$ cat config.mk
export PLATFORM = sky130hd
export DESIGN_NAME = dbg_occur_status
export DESIGN_NICKNAME = d
export VERILOG_FILES = /design/src/rtl/dbg_occ_pkg.sv /design/src/rtl/dbg_seq_chain.sv /design/src/rtl/dbg_flag_bank.sv /design/src/rtl/dbg_mode_track.sv /design/src/rtl/dbg_occur_status.sv
export SDC_FILE = /design/constraint.sdc
export NUM_CORES = 1
export LEC_CHECK = 0
export BUFFER_PORTS_ARGS = -buffer_cell sky130_fd_sc_hd__buf_4
export CORE_AREA = 2 2 39 41
export DETAILED_ROUTE_END_ITERATION = 8
export DIE_AREA = 0 0 41 43
export REMOVE_ABC_BUFFERS = 1
export SLEW_MARGIN = 30
export SYNTH_ARGS = -nofsm -noshare
export SYNTH_HDL_FRONTEND = slang
export SYNTH_HIERARCHICAL = 1
export SYNTH_SLANG_ARGS = --single-unit
$ cat constraint.sdc
create_clock -name clk -period 0.8 [get_ports clk]
set_input_delay 0.08 -clock clk [delete_from_list [all_inputs] [get_ports clk]]
set_output_delay 0.08 -clock clk [all_outputs]
set_load 0.02 [all_outputs]
$ cat src/rtl/dbg_occ_pkg.sv
package dbg_occ_pkg;
    localparam int MODE_W = 2;
    localparam int FLAG_N = 5;
    localparam int STAT_W = FLAG_N + MODE_W;

    // flag positions inside the flag vector (status word = {flags, mode})
    localparam int FL_ARMA = 0;
    localparam int FL_ARMB = 1;
    localparam int FL_FRZ  = 2;
    localparam int FL_TRC  = 3;
    localparam int FL_SW   = 4;

    typedef enum logic [MODE_W-1:0] {
        MODE_RUN    = 2'b00,
        MODE_LOWPWR = 2'b01,
        MODE_DEBUG  = 2'b10,
        MODE_RSVD   = 2'b11
    } pmode_e;
endpackage

$ cat src/rtl/dbg_seq_chain.sv
module dbg_seq_chain (
    input  logic seq_on_i,
    input  logic bpa_hit_i,
    input  logic bpb_hit_i,
    input  logic arma_q_i,
    input  logic armb_q_i,
    output logic set_arma_o,
    output logic set_armb_o,
    output logic bpb_en_o,
    output logic trc_en_o
);
    typedef struct packed {
        logic set_a;
        logic set_b;
    } chain_t;

    chain_t chain_d;

    always_comb begin
        chain_d       = '0;
        chain_d.set_a = seq_on_i & bpa_hit_i;
        // B only counts once A has been armed in an earlier cycle
        chain_d.set_b = seq_on_i & bpb_hit_i & arma_q_i;
    end

    assign set_arma_o = chain_d.set_a;
    assign set_armb_o = chain_d.set_b;
    assign bpb_en_o   = arma_q_i;
    assign trc_en_o   = armb_q_i;
endmodule

$ cat src/rtl/dbg_flag_bank.sv
module dbg_flag_bank #(
    parameter int N = 5
) (
    input  logic         clk,
    input  logic         rst_n,
    input  logic [N-1:0] set_i,
    input  logic         clr_i,
    output logic [N-1:0] flags_o
);
    typedef struct packed {
        logic [N-1:0] flags;
    } bank_t;

    bank_t bank_d, bank_q;

    always_comb begin
        bank_d = bank_q;
        for (int i = 0; i < N; i++) begin
            if (clr_i)
                bank_d.flags[i] = 1'b0;
            else if (set_i[i])
                bank_d.flags[i] = 1'b1;
        end
    end

    always_ff @(posedge clk or negedge rst_n) begin
        if (!rst_n) bank_q <= '0;
        else        bank_q <= bank_d;
    end

    assign flags_o = bank_q.flags;


    clr_wins_chk: assert property (@(posedge clk) disable iff (!rst_n)
        clr_i |=> (flags_o == '0));


    flag_hold_chk: assert property (@(posedge clk) disable iff (!rst_n)
        !clr_i |=> ((flags_o & $past(flags_o)) == $past(flags_o)));

    generate
        for (genvar b = 0; b < N; b++) begin : g_bit

            set_take_chk: assert property (@(posedge clk) disable iff (!rst_n)
                (set_i[b] && !clr_i) |=> flags_o[b]);
        end
    endgenerate
endmodule

$ cat src/rtl/dbg_mode_track.sv
module dbg_mode_track
    import dbg_occ_pkg::*;
(
    input  logic   clk,
    input  logic   rst_n,
    input  logic   halt_i,
    input  logic   lowpwr_i,
    output pmode_e mode_o
);
    typedef struct packed {
        pmode_e mode;
    } mtrk_t;

    mtrk_t mtrk_d, mtrk_q;

    always_comb begin
        mtrk_d = mtrk_q;
        if (halt_i)        mtrk_d.mode = MODE_DEBUG;
        else if (lowpwr_i) mtrk_d.mode = MODE_LOWPWR;
        else               mtrk_d.mode = MODE_RUN;
    end

    always_ff @(posedge clk or negedge rst_n) begin
        if (!rst_n) mtrk_q <= '{mode: MODE_RUN};
        else        mtrk_q <= mtrk_d;
    end

    assign mode_o = mtrk_q.mode;


    mode_dbg_chk: assert property (@(posedge clk) disable iff (!rst_n)
        halt_i |=> (mode_o == MODE_DEBUG));


    mode_lp_chk: assert property (@(posedge clk) disable iff (!rst_n)
        (lowpwr_i && !halt_i) |=> (mode_o == MODE_LOWPWR));
endmodule

$ cat src/rtl/dbg_occur_status.sv
module dbg_occur_status
    import dbg_occ_pkg::*;
(
    input  logic              clk,
    input  logic              tl_rst_n,
    input  logic              bkpt_exec_i,
    input  logic              dbg_entry_i,
    input  logic              trace_on_i,
    input  logic              trace_zero_i,
    input  logic              fifo_frz_i,
    input  logic              seq_on_i,
    input  logic              bpa_hit_i,
    input  logic              bpb_hit_i,
    input  logic              dbg_exit_i,
    input  logic              cmd_go_i,
    input  logic              cmd_ex_i,
    input  logic              core_lowpwr_i,
    input  logic              core_halt_i,
    output logic              sw_flag_o,
    output logic              trc_flag_o,
    output logic              frz_flag_o,
    output logic              armb_flag_o,
    output logic              arma_flag_o,
    output logic [MODE_W-1:0] mode_o,
    output logic              bpb_enable_o,
    output logic              trc_cnt_enable_o,
    output logic [STAT_W-1:0] status_o
);
    logic [FLAG_N-1:0] flags_q;
    logic [FLAG_N-1:0] set_d;
    logic              clr_d;
    logic              set_arma, set_armb;
    pmode_e            mode_q;

    dbg_seq_chain u_chain (
        .seq_on_i   (seq_on_i),
        .bpa_hit_i  (bpa_hit_i),
        .bpb_hit_i  (bpb_hit_i),
        .arma_q_i   (flags_q[FL_ARMA]),
        .armb_q_i   (flags_q[FL_ARMB]),
        .set_arma_o (set_arma),
        .set_armb_o (set_armb),
        .bpb_en_o   (bpb_enable_o),
        .trc_en_o   (trc_cnt_enable_o)
    );

    always_comb begin
        set_d          = '0;
        set_d[FL_SW]   = dbg_entry_i & bkpt_exec_i;
        set_d[FL_TRC]  = dbg_entry_i & trace_on_i & trace_zero_i;
        set_d[FL_FRZ]  = fifo_frz_i;
        set_d[FL_ARMB] = set_armb;
        set_d[FL_ARMA] = set_arma;
        clr_d          = dbg_exit_i & cmd_go_i & cmd_ex_i;
    end

    dbg_flag_bank #(.N(FLAG_N)) u_flags (
        .clk     (clk),
        .rst_n   (tl_rst_n),
        .set_i   (set_d),
        .clr_i   (clr_d),
        .flags_o (flags_q)
    );

    dbg_mode_track u_mode (
        .clk      (clk),
        .rst_n    (tl_rst_n),
        .halt_i   (core_halt_i),
        .lowpwr_i (core_lowpwr_i),
        .mode_o   (mode_q)
    );

    assign sw_flag_o   = flags_q[FL_SW];
    assign trc_flag_o  = flags_q[FL_TRC];
    assign frz_flag_o  = flags_q[FL_FRZ];
    assign armb_flag_o = flags_q[FL_ARMB];
    assign arma_flag_o = flags_q[FL_ARMA];
    assign mode_o      = mode_q;
    assign status_o    = {flags_q, mode_q};


    armb_order_chk: assert property (@(posedge clk) disable iff (!tl_rst_n)
        $rose(armb_flag_o) |-> $past(arma_flag_o));


    seq_off_chk: assert property (@(posedge clk) disable iff (!tl_rst_n)
        !seq_on_i |=> !$rose(arma_flag_o) && !$rose(armb_flag_o));


    exit_partial_chk: assert property (@(posedge clk) disable iff (!tl_rst_n)
        (dbg_exit_i && !(cmd_go_i && cmd_ex_i)) |=>
            ((status_o[STAT_W-1:MODE_W] & $past(status_o[STAT_W-1:MODE_W]))
                == $past(status_o[STAT_W-1:MODE_W])));


    sw_entry_chk: assert property (@(posedge clk) disable iff (!tl_rst_n)
        $rose(sw_flag_o) |-> $past(dbg_entry_i && bkpt_exec_i));
endmodule

==> impl_metrics.env, run 1 <==
export IMPL_outcome="finished, violations left"
export IMPL_failed_checks="setup timing"
export IMPL_dominantRegCellSynth="dfrtp_1"
export IMPL_synth_edf_count=0
export IMPL_core_sq_um=1380
export IMPL_slowest_delay_ns=0.38
export IMPL_finalCritPeriodShare=1.19
export IMPL_p_leak_nw=0.339
export IMPL_power_density_nw_per_um2=1920
export IMPL_achievable_frequency_mhz=1050
export IMPL_slowest_stage="dfrtp_1"
export IMPL_final_cell_count_no_fill=73
export IMPL_synth_most_common_cell="buf_4"
export IMPL_place_ws_ns=0.00198
export IMPL_crit_path_end_kind="output port"
export IMPL_clk_path_buf_depth=2
export IMPL_final_util=0.469
export IMPL_fin_nets=73
export IMPL_cp_startpoint="u_flags/flags_o[0]$_DFFE_PN0P_"
export IMPL_hold_class="in -> reg"
export IMPL_pin_count=31
export IMPL_dpl_hpwl_um=601
export IMPL_async_reset_ff_frac=1.00
export IMPL_maxCapViolations=0
export IMPL_row_count=14
export IMPL_num_vias=305
export IMPL_cp_arrival_ns=0.87
export IMPL_setup_slack_ns=-0.152
export IMPL_r2r_start="u_flags/flags_o[1]$_DFFE_PN0P_"
export IMPL_grt_ovfl_total=0
export IMPL_final_cell_area_sq_um=649
export IMPL_syn_avg_cell_area_sq_um=12.5
export IMPL_layout_drive_gt1_share=0.667
export IMPL_gp_congestion=0.653
export IMPL_critPathMaxFanout=4
export IMPL_netlist_area_sq_um=338
export IMPL_yosysUniqueCellTypes=6
export IMPL_place_area_sq_um=523
export IMPL_grt_pass1_vias=292
export IMPL_drt_iter0_markers=1
export IMPL_synth_top_cell_area_share=0.519
export IMPL_hold_depth=2
export IMPL_cts_sinks=7
export IMPL_ys_warn_count=6
export IMPL_fp_dieH_um=43
export IMPL_route_detailed_drc=0
export IMPL_period_minus_slack_ns=0.952
export IMPL_numCtsBuffers=3
export IMPL_worstSkewPairLatency_ns=0.24
export IMPL_total_power_mw=1.25
export IMPL_ir_worst_vdd_v=0.000803
export IMPL_root_buffer="clkbuf_4"
export IMPL_antenna_found_initial=0
export IMPL_grtUsageTotal=0.0962
export IMPL_cp_start_kind="register"
export IMPL_finalHoldViolations=0
export IMPL_setup_viol=18
export IMPL_netlist_top_cells_count="buf_4 (9), dfrtp_1 (7), o21ba_1 (5)"
export IMPL_grt_max_degree=8
export IMPL_viasPerCell=4.18
export IMPL_crit_buf_inv=2
export IMPL_antenna_cells=0
export IMPL_worst_path_stages=2
export IMPL_yosysSeqAreaShare=0.519
export IMPL_syn_inst=27
export IMPL_initial_utilization=0.244
export IMPL_h_tree_depth=1
export IMPL_numPortBuffers=30
export IMPL_clk_pin_slew_worst_paths_ns=0.05
export IMPL_max_slew_margin_rel=0.893
export IMPL_avgRoutedWirePerCell_um=11.8
export IMPL_min_from="core_lowpwr_i"
export IMPL_yosysTopAreaCell="dfrtp_1"
export IMPL_ys_top_cells_by_area="dfrtp_1 (52%), buf_4 (20%), o21ba_1 (15%)"
export IMPL_numPlacedInstances=65
export IMPL_worstPathCellList="buf_6, buf_6"
export IMPL_cp_common_cell="buf_6"
export IMPL_routed_wl_um=862
export IMPL_crit_family="flip-flops"
export IMPL_ys_ff_latch=7
export IMPL_dieWidth_um=41
export IMPL_path_class="reg -> out"
export IMPL_syn_to_final_growth_pct=92.2
export IMPL_slew_viol_final=0
export IMPL_firstDrtPassIters=2
export IMPL_grt_pass1_wl_um=1070
export IMPL_antenna_left=0
export IMPL_skew_ns=0.0000682
export IMPL_die_area_sq_um=1760
export IMPL_cts_tree="yes"
export IMPL_rsz0062_at_grt="yes"
export IMPL_worstPathRequired_ns=0.72
export IMPL_worst_pin_slew_ns=0.160
export IMPL_rr_worst_depth=2
[per-layer routing]
| layer | track usage | vias up | routed length (um) |
|---|---|---|---|
| met2 | 0.147 | 31 | 378 |
| li1 | - | 140 | - |
| met1 | 0.109 | 134 | 335 |
| met5 | 0 | - | 0 |
| met3 | 0.0314 | 0 | 147 |
| met4 | 0.0600 | 0 | 0 |
[worst paths after layout]
kind | end | slack, ns
max | arma_flag_o | -0.15
min | u_mode/mode_o[0]$_DFF_PN0_ | 0.06
max reg2reg | u_flags/flags_o[1]$_DFFE_PN0P_ | -0.04
min reg2reg | u_flags/flags_o[3]$_DFFE_PN0P_ | 0.55
max in group asynchronous | u_flags/flags_o[1]$_DFFE_PN0P_ | 0.49
min in group asynchronous | u_flags/flags_o[2]$_DFFE_PN0P_ | 0.18
[worst reg2reg max path, delay by kind of cell (launching register included)]
| kind | cells | cell delay [ns] |
|---|---|---|
| flops | 1 | 0.43 |
| compound gates | 1 | 0.16 |
| buf+inv | 1 | 0.14 |
[logic make-up after synthesis]
kind of cell	share of synthesized area
DFF	0.519
and+or+nand+nor	0.133
buffers and inverters	0.200
AOI/OAI and AO/OA	0.148
[state kept, by name (all words and copies together), names as in the netlist]
register,count
u_mode/mode_o,2
u_flags/flags_o,5
[cells in the final DEF (no fill, tap or decap), drive strengths merged]
| master | instances |
|---|---|
| clkbuf | 4 |
| o21ba | 5 |
| dlygate4sd3 | 2 |
| and3 | 3 |
| and2 | 2 |
| nor2b | 1 |
| dfrtp | 7 |
| buf | 33 |
[timing repair]
item / CTS / global route
hold buffers: 2 / 0
setup buffers: 1 / 1
hold endpoints to repair: 9 / 0
resized for setup: 17 / 1
setup endpoints to repair: 17 / 17
pin swaps: 0 / 0
[cell type report]
type	instances	area (sq um)
Multi-Input combinational cell	11	95.1
Fill cell	141	734
Timing Repair Buffer	35	332
Sequential cell	7	176
Tap cell	16	20.0
Clock buffer	4	26.3
[power by group]
part	internal, mW	switching, mW	total, mW
logic	0.286	0.204	0.491
registers	0.396	0.0449	0.441
clock network	0.190	0.125	0.315
[through the flow]
step | setup TNS, ns | hold slack [ns]
global route | -2.11 | 0.0512
global placement | 0 | -0.102
detailed placement | 0 | -0.102
CTS | -1.65 | 0.0502
finish | -1.54 | 0.0560
floorplan | -0.609 | -0.216
Power figures use the tool's default switching activity.
==> run 2: changes to the inputs <==
--- a/config.mk
+++ b/config.mk
@@ -6,10 +6,12 @@
 export NUM_CORES = 1
 export LEC_CHECK = 0
 export BUFFER_PORTS_ARGS = -buffer_cell sky130_fd_sc_hd__buf_4
+export CAP_MARGIN = 20
 export CORE_AREA = 2 2 39 41
 export DETAILED_ROUTE_END_ITERATION = 8
 export DIE_AREA = 0 0 41 43
 export REMOVE_ABC_BUFFERS = 1
+export SKIP_CTS_REPAIR_TIMING = 1
 export SLEW_MARGIN = 30
 export SYNTH_ARGS = -nofsm -noshare
 export SYNTH_HDL_FRONTEND = slang
==> run 2 against run 1 <==
Against the previous run: the flow still finishes with violations (setup timing); sequential power is essentially flat; design area down 0.19%; register-to-register slack hardly changed; critical endpoint unchanged; highest routed layer unchanged.
==> impl_metrics.env, run 2 (synthesized netlist as in run 1, its figures left out) <==
export IMPL_max_slew_margin_rel=0.877
export IMPL_firstDrtPassIters=2
export IMPL_setup_tns_ns=-1.57
export IMPL_final_common_cell="buf_6"
export IMPL_power_density_nw_per_um2=1920
export IMPL_row_count=14
export IMPL_initial_utilization=0.244
export IMPL_worstSkewPairLatency_ns=0.24
export IMPL_cp_startpoint="u_flags/flags_o[0]$_DFFE_PN0P_"
export IMPL_r2r_start="u_flags/flags_o[1]$_DFFE_PN0P_"
export IMPL_r2r_end="u_flags/flags_o[1]$_DFFE_PN0P_"
export IMPL_cp_endpoint="arma_flag_o"
export IMPL_fp_dieH_um=43
export IMPL_grt_ovfl_total=0
export IMPL_wl_met3_um=157
export IMPL_numCtsBuffers=3
export IMPL_dpl_hpwl_um=601
export IMPL_largest_reg_flops=5
export IMPL_clk_pin_slew_worst_paths_ns=0.05
export IMPL_r2r_slack_ns=-0.04
export IMPL_p_leak_nw=0.340
export IMPL_fillers=143
export IMPL_multi_input_area_sq_um=95.1
export IMPL_cts_sinks=7
export IMPL_numPortBuffers=30
export IMPL_most_common_layout_cells="buf_6 (17), buf_4 (16), dfrtp_1 (7)"
export IMPL_core_sq_um=1380
export IMPL_antenna_cells=0
export IMPL_grt_max_degree=8
export IMPL_dieWidth_um=41
export IMPL_drt_iter0_markers=1
export IMPL_wl_met2_um=397
export IMPL_gp_congestion=0.653
export IMPL_cts_tree="yes"
export IMPL_place_ws_ns=0.00198
export IMPL_path_class="reg -> out"
export IMPL_routed_wl_um=879
export IMPL_finalCritPeriodShare=1.19
export IMPL_grt_pass1_vias=229
export IMPL_worst_pin_slew_ns=0.184
export IMPL_skew_ns=0.0000269
export IMPL_die_area_sq_um=1760
export IMPL_viasPerCell=4.21
export IMPL_clk_path_buf_depth=2
export IMPL_syn_to_final_growth_pct=91.9
export IMPL_fin_nets=73
export IMPL_hold_class="in -> reg"
export IMPL_worstPathRequired_ns=0.72
export IMPL_achievable_frequency_mhz=1050
export IMPL_final_cell_count_no_fill=73
export IMPL_outcome="finished, violations left"
export IMPL_route_detailed_drc=0
export IMPL_cp_start_kind="register"
export IMPL_rr_worst_depth=2
export IMPL_numPlacedInstances=65
export IMPL_num_vias=307
export IMPL_pin_count=31
export IMPL_ir_worst_vdd_v=0.000805
export IMPL_critPathMaxFanout=4
export IMPL_maxCapViolations=0
export IMPL_layout_drive_gt1_share=0.649
export IMPL_finalHoldViolations=0
export IMPL_failed_checks="setup timing"
export IMPL_final_util=0.468
export IMPL_rsz0062_at_grt="yes"
export IMPL_slew_viol_final=0
export IMPL_h_tree_depth=1
export IMPL_grtUsageTotal=0.0789
export IMPL_regArea_sq_um=175
export IMPL_top_layer="met3"
export IMPL_wl_met1_um=324
export IMPL_antenna_left=0
export IMPL_cp_arrival_ns=0.87
export IMPL_period_minus_slack_ns=0.953
export IMPL_setup_viol=18
export IMPL_crit_path_end_kind="output port"
export IMPL_avgRoutedWirePerCell_um=12.0
export IMPL_antenna_found_initial=0
export IMPL_setup_slack_ns=-0.153
export IMPL_grt_pass1_wl_um=855
export IMPL_root_buffer="clkbuf_4"
## run 2: cell types whose count changed in the layout (fill, tap and decap cells not counted)
cell | previous run | this run
dfrtp_1 | 6 | 7
dfrtp_2 | 1 | 0
## run 2: power by group
part | switching (mW) | leakage [nW] | internal [mW]
clock | 0.123 | 0.0150 | 0.190
combinational | 0.205 | 0.245 | 0.286
sequential | 0.0452 | 0.0802 | 0.395
total | 0.373 | 0.340 | 0.870
## run 2: worst min-delay path by stage
stage / from / endpoint / slack, ns / depth (start not counted)
after floorplan: tl_rst_n / u_flags/flags_o[0]$_DFFE_PN0P_ / -0.22 / 0
after global placement: tl_rst_n / u_mode/mode_o[1]$_DFF_PN0_ / -0.10 / 1
after detailed placement: tl_rst_n / u_flags/flags_o[2]$_DFFE_PN0P_ / -0.10 / 1
after CTS: tl_rst_n / u_flags/flags_o[2]$_DFFE_PN0P_ / -0.37 / 1
after global routing: core_lowpwr_i / u_mode/mode_o[0]$_DFF_PN0_ / 0.05 / 2
final: core_lowpwr_i / u_mode/mode_o[0]$_DFF_PN0_ / 0.06 / 2
## run 2: critical path: stages, from the launching register on
cell and delay [ns]:
dfrtp_1 0.38, buf_6 0.13, buf_6 0.12
## run 2: metrics by stage
step / hold WS (ns) / area [sq um] / power, mW
2_1_floorplan: -0.216 / 270 / 0.599
3_3_place_gp: -0.102 / 523 / 0.829
3_5_place_dp: -0.102 / 523 / 0.830
4_1_cts: -0.369 / 549 / 1.15
5_1_grt: 0.0512 / 648 / 1.32
6_report: 0.0560 / 648 / 1.24
## run 2: per-layer routing
metal / up-vias / GRT usage
met5: - / 0
met4: 0 / 0.0600
met3: 0 / 0.0314
met2: 31 / 0.0969
met1: 136 / 0.106
li1: 140 / -
## run 2: cell type report
type                    instances  area share
multi-input cells              11       0.147
well taps                      16      0.0309
clock buffers                   4      0.0405
flip-flops and latches          7       0.270
repair buffers                 35       0.512
==> run 3: changes to the inputs <==
--- a/config.mk
+++ b/config.mk
@@ -10,6 +10,7 @@
 export CORE_AREA = 2 2 39 41
 export DETAILED_ROUTE_END_ITERATION = 8
 export DIE_AREA = 0 0 41 43
+export HOLD_SLACK_MARGIN = 0.12
 export REMOVE_ABC_BUFFERS = 1
 export SKIP_CTS_REPAIR_TIMING = 1
 export SLEW_MARGIN = 30
==> run 3 against run 2 <==
Against the previous run: the run still ends with setup timing left; clock-buffer cell count unchanged; combinational power increased by 2%; sequential share of layout area decreased by 0.81 points; via count increased by 2.0%; critical path depth unchanged; non-clock buffer count increased by 2; wire length decreased by 1.5%; power increased by 0.59%; sequential cell count unchanged; clock skew about the same; worst setup slack about the same.
==> impl_metrics.env, run 3 (synthesized netlist as in run 1, its figures left out) <==
export IMPL_outcome="finished, violations left"
export IMPL_failed_checks="setup timing"
export IMPL_crit_family="flip-flops"
export IMPL_grt_pass1_wl_um=855
export IMPL_place_area_sq_um=523
export IMPL_clk_path_buf_depth=2
export IMPL_drt_iter0_markers=1
export IMPL_most_common_layout_cells="buf_6 (17), buf_4 (16), dfrtp_1 (7)"
export IMPL_path_class="reg -> out"
export IMPL_r2r_slack_ns=-0.04
export IMPL_finalHoldViolations=0
export IMPL_skew_ns=0.0000270
export IMPL_antenna_left=0
export IMPL_cts_tree="yes"
export IMPL_grt_ovfl_total=0
export IMPL_maxCapViolations=0
export IMPL_rsz0062_at_grt="yes"
export IMPL_antenna_found_initial=0
export IMPL_cp_startpoint="u_flags/flags_o[0]$_DFFE_PN0P_"
export IMPL_crit_path_end_kind="output port"
export IMPL_final_cell_area_sq_um=668
export IMPL_numCtsBuffers=3
export IMPL_final_common_cell="buf_6"
export IMPL_dieWidth_um=41
export IMPL_row_count=14
export IMPL_r2r_start="u_flags/flags_o[1]$_DFFE_PN0P_"
export IMPL_die_area_sq_um=1760
export IMPL_grtUsageTotal=0.0789
export IMPL_finalCritPeriodShare=1.19
export IMPL_viasPerCell=4.17
export IMPL_slowest_delay_ns=0.38
export IMPL_grt_max_degree=8
export IMPL_h_tree_depth=1
export IMPL_clk_pin_slew_worst_paths_ns=0.05
export IMPL_max_slew_margin_rel=0.877
export IMPL_slowest_stage="dfrtp_1"
export IMPL_setup_viol=18
export IMPL_numPortBuffers=30
export IMPL_layout_drive_gt1_share=0.627
export IMPL_route_detailed_drc=0
export IMPL_grt_pass1_vias=229
export IMPL_antenna_cells=0
export IMPL_final_util=0.483
export IMPL_initial_utilization=0.244
export IMPL_r2r_end="u_flags/flags_o[1]$_DFFE_PN0P_"
export IMPL_core_sq_um=1380
export IMPL_worstSkewPairLatency_ns=0.24
export IMPL_numPlacedInstances=65
export IMPL_fillers=143
export IMPL_crit_buf_inv=2
export IMPL_worst_pin_slew_ns=0.184
export IMPL_fp_dieH_um=43
export IMPL_dpl_hpwl_um=601
export IMPL_root_buffer="clkbuf_4"
export IMPL_largest_reg_flops=5
export IMPL_cp_arrival_ns=0.87
export IMPL_period_minus_slack_ns=0.953
export IMPL_pin_count=31
export IMPL_fin_nets=75
export IMPL_num_vias=313
export IMPL_final_cell_count_no_fill=75
export IMPL_setup_slack_ns=-0.153
export IMPL_ir_worst_vdd_v=0.000805
export IMPL_rr_worst_depth=2
export IMPL_hold_class="in -> async"
export IMPL_gp_congestion=0.653
export IMPL_firstDrtPassIters=2
export IMPL_slew_viol_final=0
export IMPL_achievable_frequency_mhz=1050
export IMPL_avgRoutedWirePerCell_um=11.5
export IMPL_routed_wl_um=866
export IMPL_worstPathRequired_ns=0.72
export IMPL_cp_start_kind="register"
export IMPL_critPathMaxFanout=4
export IMPL_cts_sinks=7
export IMPL_worstPathCellList="buf_6, buf_6"
export IMPL_cp_common_cell="buf_6"
export IMPL_power_density_nw_per_um2=1870
export IMPL_syn_to_final_growth_pct=97.8
export IMPL_p_leak_nw=0.348
## run 3: changes by cell type in the layout (fill, tap and decap cells not counted), sizes merged
cell | before | now
dlygate4sd3 | 2 | 4
## run 3: how the worst max path moves through the flow
stage,to,slack [ns],depth (start not counted)
after CTS,arma_flag_o,-0.19,2
after floorplan,u_flags/flags_o[1]$_DFFE_PN0P_,-0.33,2
after detailed placement,u_flags/flags_o[1]$_DFFE_PN0P_,0.002,2
after global placement,u_flags/flags_o[1]$_DFFE_PN0P_,0.009,2
final,arma_flag_o,-0.15,2
after global routing,status_o[2],-0.19,2
## run 3: layout make-up
cell class	instances	area (sq um)	share of cell area
Clock buffer	4	26.3	0.0393
Multi-Input combinational cell	11	95.1	0.142
Sequential cell	7	175	0.262
Tap cell	16	20.0	0.0300
Timing Repair Buffer	37	352	0.526
## run 3: where the power goes
group / leakage (nW) / total (mW) / internal, mW / switching, mW
registers: 0.0802 / 0.439 / 0.395 / 0.0448
clock network: 0.0150 / 0.313 / 0.190 / 0.123
logic: 0.253 / 0.499 / 0.292 / 0.207
## run 3: metrics by stage
stage | worst slack (ns) | hold slack, ns | power [mW] | TNS (ns)
3_5_place_dp | 0.00198 | -0.102 | 0.830 | 0
3_3_place_gp | 0.00863 | -0.102 | 0.829 | 0
2_1_floorplan | -0.333 | -0.216 | 0.599 | -0.609
6_report | -0.153 | 0.176 | 1.25 | -1.55
5_1_grt | -0.192 | 0.169 | 1.33 | -2.11
4_1_cts | -0.191 | -0.369 | 1.15 | -1.69
## run 3: routing by layer
| layer | track usage | vias to the layer above | share of wire |
|---|---|---|---|
| met5 | 0 | - | 0 |
| met1 | 0.106 | 138 | 0.38 |
| met2 | 0.0969 | 31 | 0.44 |
| met4 | 0.0600 | 0 | 0 |
| met3 | 0.0314 | 0 | 0.18 |
| li1 | - | 144 | - |
